### src/rtl/intc_map_pkg.sv
package intc_map_pkg;

  localparam int NSRC    = 64;
  localparam int WORD_W  = 32;
  localparam int NWORDS  = 2;
  localparam int ADDR_W  = 3;
  localparam int VEC_W   = $clog2(NSRC);
  localparam int VEC_LSB = WORD_W - VEC_W;

  // word offsets
  localparam logic [ADDR_W-1:0] OFF_MASK_HI = 3'd0;
  localparam logic [ADDR_W-1:0] OFF_MASK_LO = 3'd1;
  localparam logic [ADDR_W-1:0] OFF_PEND_HI = 3'd2;
  localparam logic [ADDR_W-1:0] OFF_PEND_LO = 3'd3;
  localparam logic [ADDR_W-1:0] OFF_SENSE   = 3'd4;
  localparam logic [ADDR_W-1:0] OFF_VECTOR  = 3'd5;

  // word index 0 is the upper word, 1 the lower word
  function automatic int src_word(input int s);
    if (s < 16 || (s >= 32 && s < 48)) return 0;
    return 1;
  endfunction

  function automatic int src_bit(input int s);
    if (s == 0)      return 0;
    else if (s < 16) return 16 - s;
    else if (s < 19) return 18 - s;
    else if (s < 31) return 33 - s;
    else if (s == 31) return 0;
    else if (s < 48) return 63 - s;
    else             return s - 32;
  endfunction

  function automatic bit src_edge_capable(input int s);
    return (s >= 19 && s <= 25) || (s >= 48 && s < NSRC);
  endfunction

  function automatic logic [WORD_W-1:0] sense_wmask();
    logic [WORD_W-1:0] m;
    m = '0;
    for (int s = 0; s < NSRC; s++)
      if (src_edge_capable(s)) m[src_bit(s)] = 1'b1;
    return m;
  endfunction

  localparam logic [WORD_W-1:0] SENSE_WMASK = sense_wmask();

endpackage

### src/rtl/intc_sense_front.sv
module intc_sense_front
  import intc_map_pkg::*;
#(
  parameter int N = NSRC
) (
  input  logic              clk,
  input  logic              rst,
  input  logic [N-1:0]      src_n,
  input  logic              sense_we,
  input  logic [WORD_W-1:0] sense_wdata,
  output logic [WORD_W-1:0] sense_q,
  output logic [N-1:0]      set_o
);

  logic [N-1:0] s1_q, s2_q, s3_q;

  always_ff @(posedge clk) begin
    if (rst) begin
      s1_q    <= '1;
      s2_q    <= '1;
      s3_q    <= '1;
      sense_q <= '0;
    end else begin
      s1_q <= src_n;
      s2_q <= s1_q;
      s3_q <= s2_q;
      if (sense_we) sense_q <= sense_wdata & SENSE_WMASK;
    end
  end

  for (genvar s = 0; s < N; s++) begin : g_src
    localparam int B = src_bit(s);
    if (s == 0) begin : g_reserved
      assign set_o[s] = 1'b0;
    end else if (src_edge_capable(s)) begin : g_prog
      logic fall;
      assign fall     = s3_q[s] & ~s2_q[s];
      assign set_o[s] = sense_q[B] ? fall : ~s2_q[s];

      // edge mode never requests twice in a row
      assert_edge_single_R5: assert property (@(posedge clk) disable iff (rst)
        (set_o[s] && sense_q[B]) |=> !(set_o[s] && sense_q[B]));
    end else begin : g_level
      assign set_o[s] = ~s2_q[s];
    end
  end

endmodule

### src/rtl/intc_word_bank.sv
module intc_word_bank
  import intc_map_pkg::*;
#(
  parameter int W = WORD_W
) (
  input  logic         clk,
  input  logic         rst,
  input  logic         mask_we,
  input  logic         pend_we,
  input  logic [W-1:0] wdata,
  input  logic [W-1:0] set_v,
  output logic [W-1:0] mask_q,
  output logic [W-1:0] pend_q
);

  logic [W-1:0] clr_v;
  assign clr_v = pend_we ? wdata : '0;

  always_ff @(posedge clk) begin
    if (rst) begin
      mask_q <= '0;
      pend_q <= '0;
    end else begin
      if (mask_we) mask_q <= wdata;
      pend_q <= (pend_q & ~clr_v) | set_v;
    end
  end

  // a pending bit only appears from a set request
  assert_pend_origin_R4: assert property (@(posedge clk) disable iff (rst)
    1'b1 |=> ((pend_q & ~$past(pend_q | set_v)) == '0));

  // written ones clear unless a set arrives alongside
  assert_pend_clear_R3: assert property (@(posedge clk) disable iff (rst)
    pend_we |=> ((pend_q & $past(clr_v & ~set_v)) == '0));

endmodule

### src/rtl/intc_vec_pick.sv
module intc_vec_pick
  import intc_map_pkg::*;
(
  input  logic [WORD_W-1:0] act_hi,
  input  logic [WORD_W-1:0] act_lo,
  output logic [VEC_W-1:0]  vec_o
);

  always_comb begin
    vec_o = '0;
    for (int s = NSRC - 1; s >= 1; s--) begin
      if (src_word(s) == 0) begin
        if (act_hi[src_bit(s)]) vec_o = VEC_W'(s);
      end else begin
        if (act_lo[src_bit(s)]) vec_o = VEC_W'(s);
      end
    end
  end

endmodule

### src/rtl/scramble_intc.sv
module scramble_intc
  import intc_map_pkg::*;
(
  input  logic              clk,
  input  logic              rst,
  input  logic [NSRC-1:0]   src_n,
  input  logic              wr_en,
  input  logic              rd_en,
  input  logic [ADDR_W-1:0] addr,
  input  logic [WORD_W-1:0] wdata,
  output logic [WORD_W-1:0] rdata,
  output logic              irq
);

  logic [NSRC-1:0]   set_src;
  logic [WORD_W-1:0] sense_q;
  logic [WORD_W-1:0] set_w  [NWORDS];
  logic [WORD_W-1:0] mask_w [NWORDS];
  logic [WORD_W-1:0] pend_w [NWORDS];
  logic [WORD_W-1:0] act_w  [NWORDS];
  logic [VEC_W-1:0]  vec;
  logic [WORD_W-1:0] rd_mux;

  intc_sense_front #(.N(NSRC)) u_front (
    .clk         (clk),
    .rst         (rst),
    .src_n       (src_n),
    .sense_we    (wr_en && addr == OFF_SENSE),
    .sense_wdata (wdata),
    .sense_q     (sense_q),
    .set_o       (set_src)
  );

  // fold per-source requests onto word bits
  always_comb begin
    for (int w = 0; w < NWORDS; w++) set_w[w] = '0;
    for (int s = 0; s < NSRC; s++)
      set_w[src_word(s)][src_bit(s)] = set_w[src_word(s)][src_bit(s)] | set_src[s];
  end

  for (genvar w = 0; w < NWORDS; w++) begin : g_bank
    intc_word_bank #(.W(WORD_W)) u_bank (
      .clk     (clk),
      .rst     (rst),
      .mask_we (wr_en && addr == OFF_MASK_HI + ADDR_W'(w)),
      .pend_we (wr_en && addr == OFF_PEND_HI + ADDR_W'(w)),
      .wdata   (wdata),
      .set_v   (set_w[w]),
      .mask_q  (mask_w[w]),
      .pend_q  (pend_w[w])
    );
    assign act_w[w] = pend_w[w] & mask_w[w];
  end

  intc_vec_pick u_pick (
    .act_hi (act_w[0]),
    .act_lo (act_w[1]),
    .vec_o  (vec)
  );

  assign irq = |act_w[0] || |act_w[1];

  always_comb begin
    case (addr)
      OFF_MASK_HI: rd_mux = mask_w[0];
      OFF_MASK_LO: rd_mux = mask_w[1];
      OFF_PEND_HI: rd_mux = pend_w[0];
      OFF_PEND_LO: rd_mux = pend_w[1];
      OFF_SENSE:   rd_mux = sense_q;
      OFF_VECTOR:  rd_mux = {vec, {VEC_LSB{1'b0}}};
      default:     rd_mux = '0;
    endcase
  end

  always_ff @(posedge clk) begin
    if (rst) rdata <= '0;
    else if (rd_en) rdata <= rd_mux;
  end

  // line and vector agree
  assert_irq_vector_R8: assert property (@(posedge clk) disable iff (rst)
    irq == (vec != '0));

  // upper bit 0 never pends: source 0 is reserved
  assert_src0_quiet_R10: assert property (@(posedge clk) disable iff (rst)
    !pend_w[0][0]);

  // unused sense positions stay zero
  assert_sense_bits_R6: assert property (@(posedge clk) disable iff (rst)
    (sense_q & ~SENSE_WMASK) == '0);

  // lower bit 15 has no source
  assert_lo15_unused_R1: assert property (@(posedge clk) disable iff (rst)
    !pend_w[1][15]);

endmodule

### config.mk
export PLATFORM = sky130hd
export DESIGN_NAME = scramble_intc
export DESIGN_NICKNAME = d
export VERILOG_FILES = /design/src/rtl/intc_map_pkg.sv /design/src/rtl/intc_sense_front.sv /design/src/rtl/intc_word_bank.sv /design/src/rtl/intc_vec_pick.sv /design/src/rtl/scramble_intc.sv
export SDC_FILE = /design/constraint.sdc
export NUM_CORES = 1
export LEC_CHECK = 0
export BUFFER_PORTS_ARGS = -buffer_cell sky130_fd_sc_hd__buf_2
export CAP_MARGIN = 5
export CORE_UTILIZATION = 60
export DETAILED_ROUTE_END_ITERATION = 10
export PLACE_DENSITY = 0.81
export SLEW_MARGIN = 20
export SYNTH_ARGS = -nofsm -noshare
export SYNTH_HDL_FRONTEND = slang
export SYNTH_SLANG_ARGS = --single-unit
### constraint.sdc
create_clock -name clk -period 3.1 [get_ports clk]
set_input_delay 0.155 -clock clk [delete_from_list [all_inputs] [get_ports clk]]
set_output_delay 0.155 -clock clk [all_outputs]
set_load 0.01 [all_outputs]
# Word level (Yosys, flattened, before mapping)
# Index checks and enable logic that the tools add are counted.
# totals
input_bits	103
elab_cells	206
ff_bits	375
# op_classes
n_mux	88
n_reduce_logical	9
bitwise_logic	95
n_eq_ne	5
# ops
op	count
2-to-1 mux 6 bit	62
case mux 32 bit (6 select lines)	1
AND 32 bit	4
2-to-1 mux 32 bit	2
inverter 32 bit	2
bitwise OR 32 bit	2
OR reduction 32 bit	2
inverter 1 bit	63
AND 1 bit	23
2-to-1 mux 1 bit	23
== test 3 x 2 -> 1 bit (second input constant)	2
== test 3 bit (second input constant)	2
logical AND 1 bit	5
== test 3 x 1 -> 1 bit (second input constant)	1
logical NOT 3 bit	1
logical OR 1 bit	1
bitwise OR 1 bit	1

# Depth between registers and ports, before layout
# logic_depth
ltp_word	64
ltp_mapped	9
depth_no_buf	6

# Cells and area by module
# Synthesis repeated with hierarchy kept, for this count alone.
# unflattened
hier_cells	1482
area_unflattened_um2	14478.9
# modules_own_cells
module	n_inst	area_each_um2	cells_each
intc_sense_front	1	5285.1	486
intc_word_bank	2	2583.7	238
scramble_intc	1	3229.3	382
intc_vec_pick	1	797.0	138

# Worst setup path after synthesis
# Ideal clock, no wire load.
# synth_timing
path_kind	register to register
startpoint	register g_bank[1].u_bank.pend_q[5]
endpoint	register rdata[30]
arrival_time_ns	1.576
slack_ns	1.407
setup_time_ns	0.117
period_less_slack_ns	1.693
t_required_ns	2.983
path_buffers	0
path_stages_with_launch	7
path_cell_list	dfxtp_1 a222oi_1 nand3_1 or3_4 a21oi_1 o21ai_1 a22o_1
# synth_between
elab_chain_cells	30
# synth_rtl
item	line	rtl
start: declaration	intc_word_bank.sv:13	output logic [W-1:0] pend_q
start signal: assignment	intc_word_bank.sv:25	pend_q <= (pend_q & ~clr_v) | set_v;
AND 32 bit	scramble_intc.sv:52	assign act_w[w] = pend_w[w] & mask_w[w];
2-to-1 mux 6 bit (13 in series)	intc_vec_pick.sv:15	if (act_lo[src_bit(s)]) vec_o = VEC_W'(s);
2-to-1 mux 6 bit (15 in series)	intc_vec_pick.sv:13	if (act_hi[src_bit(s)]) vec_o = VEC_W'(s);
case mux 32 bit (6 select lines)	scramble_intc.sv:64	case (addr)
end signal: assignment	scramble_intc.sv:77	else if (rd_en) rdata <= rd_mux;
end: declaration	scramble_intc.sv:11	output logic [WORD_W-1:0] rdata,
# No other way between the ends.
# A chain may end at the register's enable or synchronous reset.

# Worst setup path in the final report
# layout_timing
startpoint	register g_bank[1].u_bank.pend_q[5]
endpoint	output port irq
# layout_between
elab_chain_cells	3
# layout_rtl
item	line	rtl
AND 32 bit	scramble_intc.sv:52	
OR reduction 32 bit	scramble_intc.sv:61	assign irq = |act_w[0] || |act_w[1];
logical OR 1 bit	scramble_intc.sv:61	
end: declaration	scramble_intc.sv:12	output logic irq
# No other way between the ends.

==> flow_metrics.py <==
metrics = {
    "logic_synthesis": {
        "syn_nets": 1545,
        "synth_top_area_frac": 0.5238,
        "ys_ff_latch": 332,
        "postSynthAreaPerCell_sq_um": 8.800,
        "synthArstFlopShare": 0,
        "ys_seq_area_frac": 0.5238,
        "synth_cell_types": 54,
        "ys_warn_count": 0,
        "syn_area_sq_um": 12690,
        "synth-main-ff-cell": "dfxtp_1",
        "syn-instance-count": 1442,
        "synth_edf_count": 0,
        "synthTopCellsByArea": "dfxtp_1, nand2_1, a21oi_1, or2_2, mux4_2",
        "yosys.area.top_type": "dfxtp_1",
    },
    "flow_run": {
        "maxCapViolCount": 0,
    },
    "detailed_routing": {
        "via_per_inst": 5.647,
        "drc": 0,
        "vias": 10930,
        "drt_wl_total_mm": 34.02,
        "first_iter_violations": 968,
        "wl_per_cell_um": 17.57,
        "dr.pass1.iters": 5,
        "ant_nets": 0,
    },
    "die": {
        "core_sq_um": 20490,
        "die_area_sq_um": 21740,
        "die_h_um": 147.4,
        "ioPinCount": 136,
        "start_util": 0.6192,
        "die_w_um": 147.4,
        "rows": 52,
    },
    "setup_path": {
        "reg2regPathDepth": 6,
        "cp_max_fo": 5,
        "crit_type": "reg -> out",
        "endpoint_kind": "primary output",
        "crit_path_start_kind": "register",
        "required_ps": 2940,
        "crit_arrival_ps": 2540,
    },
    "power_and_ir_drop": {
        "p_comb_frac": 0.073,
        "switching_power_mw": 2.036,
        "ir_drop_mv": 0.5272,
        "swShare": 0.2282,
        "sequentialPowerShare": 0.509,
        "clkPwrFrac": 0.418,
        "powerDensity_nw_per_um2": 573.8,
        "leakage_nw": 6.202,
        "p_int_mw": 6.885,
    },
    "cts": {
        "clockBufferDepth": 3,
        "post_cts_buffers": 0,
        "clock_sinks": 332,
        "cts_resized": 0,
        "cts_buffers": 31,
        "path_clk_slew_ps": 70,
        "cts_tree": "built",
        "hold_buffers": 95,
        "insertion_delay_ps": 560,
        "cts_root_buf": "clkbuf_16",
        "htree_levels": 1,
    },
    "timing": {
        "fmaxAchievable_mhz": 371.5,
        "fin_tns_setup_ps": 0,
        "rsz0062_at_grt": "no",
        "clock_skew_ps": 15.28,
        "slew_viol_final": 0,
        "relSlewSlack": 0.3299,
        "finalHoldViolCount": 0,
        "post-route-period-util": 0.8682,
        "finalSetupViolCount": 0,
        "tightestPinTransition_ps": 1005,
        "post-route-min-period_ps": 2692,
    },
    "grt": {
        "antenna_found_initial": 0,
        "grt_pass1_vias": 10560,
        "grt.total_usage": 0.3137,
        "grt_pass1_wl_mm": 53.94,
        "globalRouteOverflowTotal": 0,
        "grt_max_degree": 180,
    },
    "place": {
        "port_buffers": 134,
        "routabilityCongestion": 0.9353,
        "place_hpwl_mm": 21.09,
    },
    "cells_and_area": {
        "fin_util": 0.7586,
        "final_nets": 1747,
        "diodes": 0,
        "drive_gt1_frac": 0.2353,
        "synthToLayoutAreaGrowth_pct": 22.52,
    },
    "min_path": {
        "hold_depth": 4,
        "hold_class": "in -> reg",
    },
    "status": {
        "status": "finished, final reports clean",
    },
}
## metal layers
layer	global-route usage	routed length (um)	vias to the layer above
met3	0.04167	2437	82
met4	0.1077	986	0
met1	0.4075	14030	5114
met2	0.5387	16570	486
met5	0	0	-
li1	-	-	5251
## power groups by stage
stage                     Combinational (mW)  Clock, mW  Sequential (mW)
final                                  0.654       3.73             4.54
after global routing                   0.713       3.96             4.55
after CTS                              0.642       3.76             4.53
after detailed placement               0.545          0             4.63
after global placement                 0.529          0             4.62
after floorplan                        0.355          0             4.59
## flip-flops by register name (all words and copies together), names as in the netlist
register	flops
rdata	32
g_bank.u_bank.pend_q	64
g_bank.u_bank.mask_q	64
u_front.s1_q	63
u_front.s3_q	23
u_front.s2_q	63
u_front.sense_q	23
## logic make-up after synthesis
logic type             Yosys count  synth area share
AND/OR/NAND/NOR                637            0.2327
flip-flops                     332            0.5238
AO/OA/AOI/OAI                  330            0.1523
buffers and inverters          108           0.03471
multiplexers                    35           0.05650
## cells in the final DEF, fill, tap and decap left out, types with 16 or more instances in the layout
| cell | instances |
|---|---|
| nand2_1 | 333 |
| dfxtp_1 | 332 |
| a21oi_1 | 231 |
| or2_2 | 149 |
| buf_2 | 133 |
| dlygate4sd3_1 | 95 |
| nor2_1 | 81 |
| nor2b_1 | 31 |
| clkbuf_16 | 31 |
| inv_1 | 28 |
| mux4_2 | 28 |
| a22oi_1 | 25 |
| buf_4 | 16 |
## path summary, 6_finish.rpt
path | start | to | slack [ps]
max | g_bank[1].u_bank.pend_q[5]$_SDFF_PP0_ | irq | 410
min | rd_en | rdata[4]$_SDFFE_PP0P_ | 100
max reg2reg | g_bank[1].u_bank.pend_q[5]$_SDFF_PP0_ | rdata[30]$_SDFFE_PP0P_ | 1080
min reg2reg | u_front.s2_q[38]$_SDFF_PP1_ | g_bank[0].u_bank.pend_q[25]$_SDFF_PP0_ | 400
## synth_stat cells (all sizes together), types with 5 or more instances
master    n
a21oi   231
a22o     11
a22oi    27
a32o      5
a32oi     5
buf      15
clkbuf   65
dfxtp   332
inv      28
mux2i     6
mux4     29
nand2   333
nand2b    9
nand3     8
nand4     9
nor2     85
nor2b    31
o21ai    15
or2     149
## worst max-delay path: stages (launching register included)
cell and delay [ps]:
dfxtp_1 370, a222oi_1 500, nand3_1 200, or3_4 440, nor2_1 130, nand3_1 150, buf_2 190
## area by class of cell
type / count / area, sq um
Sequential cell: 332 / 6646
Timing Repair Buffer: 249 / 1831
Fill cell: 1433 / 4947
Multi-Input combinational cell: 1002 / 5623
Clock inverter: 13 / 127.6
Tap cell: 270 / 337.8
Inverter: 28 / 105.1
Clock buffer: 42 / 877.1
## through the flow
stage	hold slack (ps)	instances	worst slack, ps	total power [mW]	cell area [sq um]
after floorplan	242.9	1442	1407	4.943	12690
after global placement	336.3	1786	724.9	5.150	13590
after CTS	83.37	1936	460.3	8.939	15540
final	98.23	1936	408.4	8.921	15550
after global routing	143.3	1936	288.3	9.221	15550
after detailed placement	338.5	1786	642.4	5.171	13590
Power figures use the tool's default switching activity.
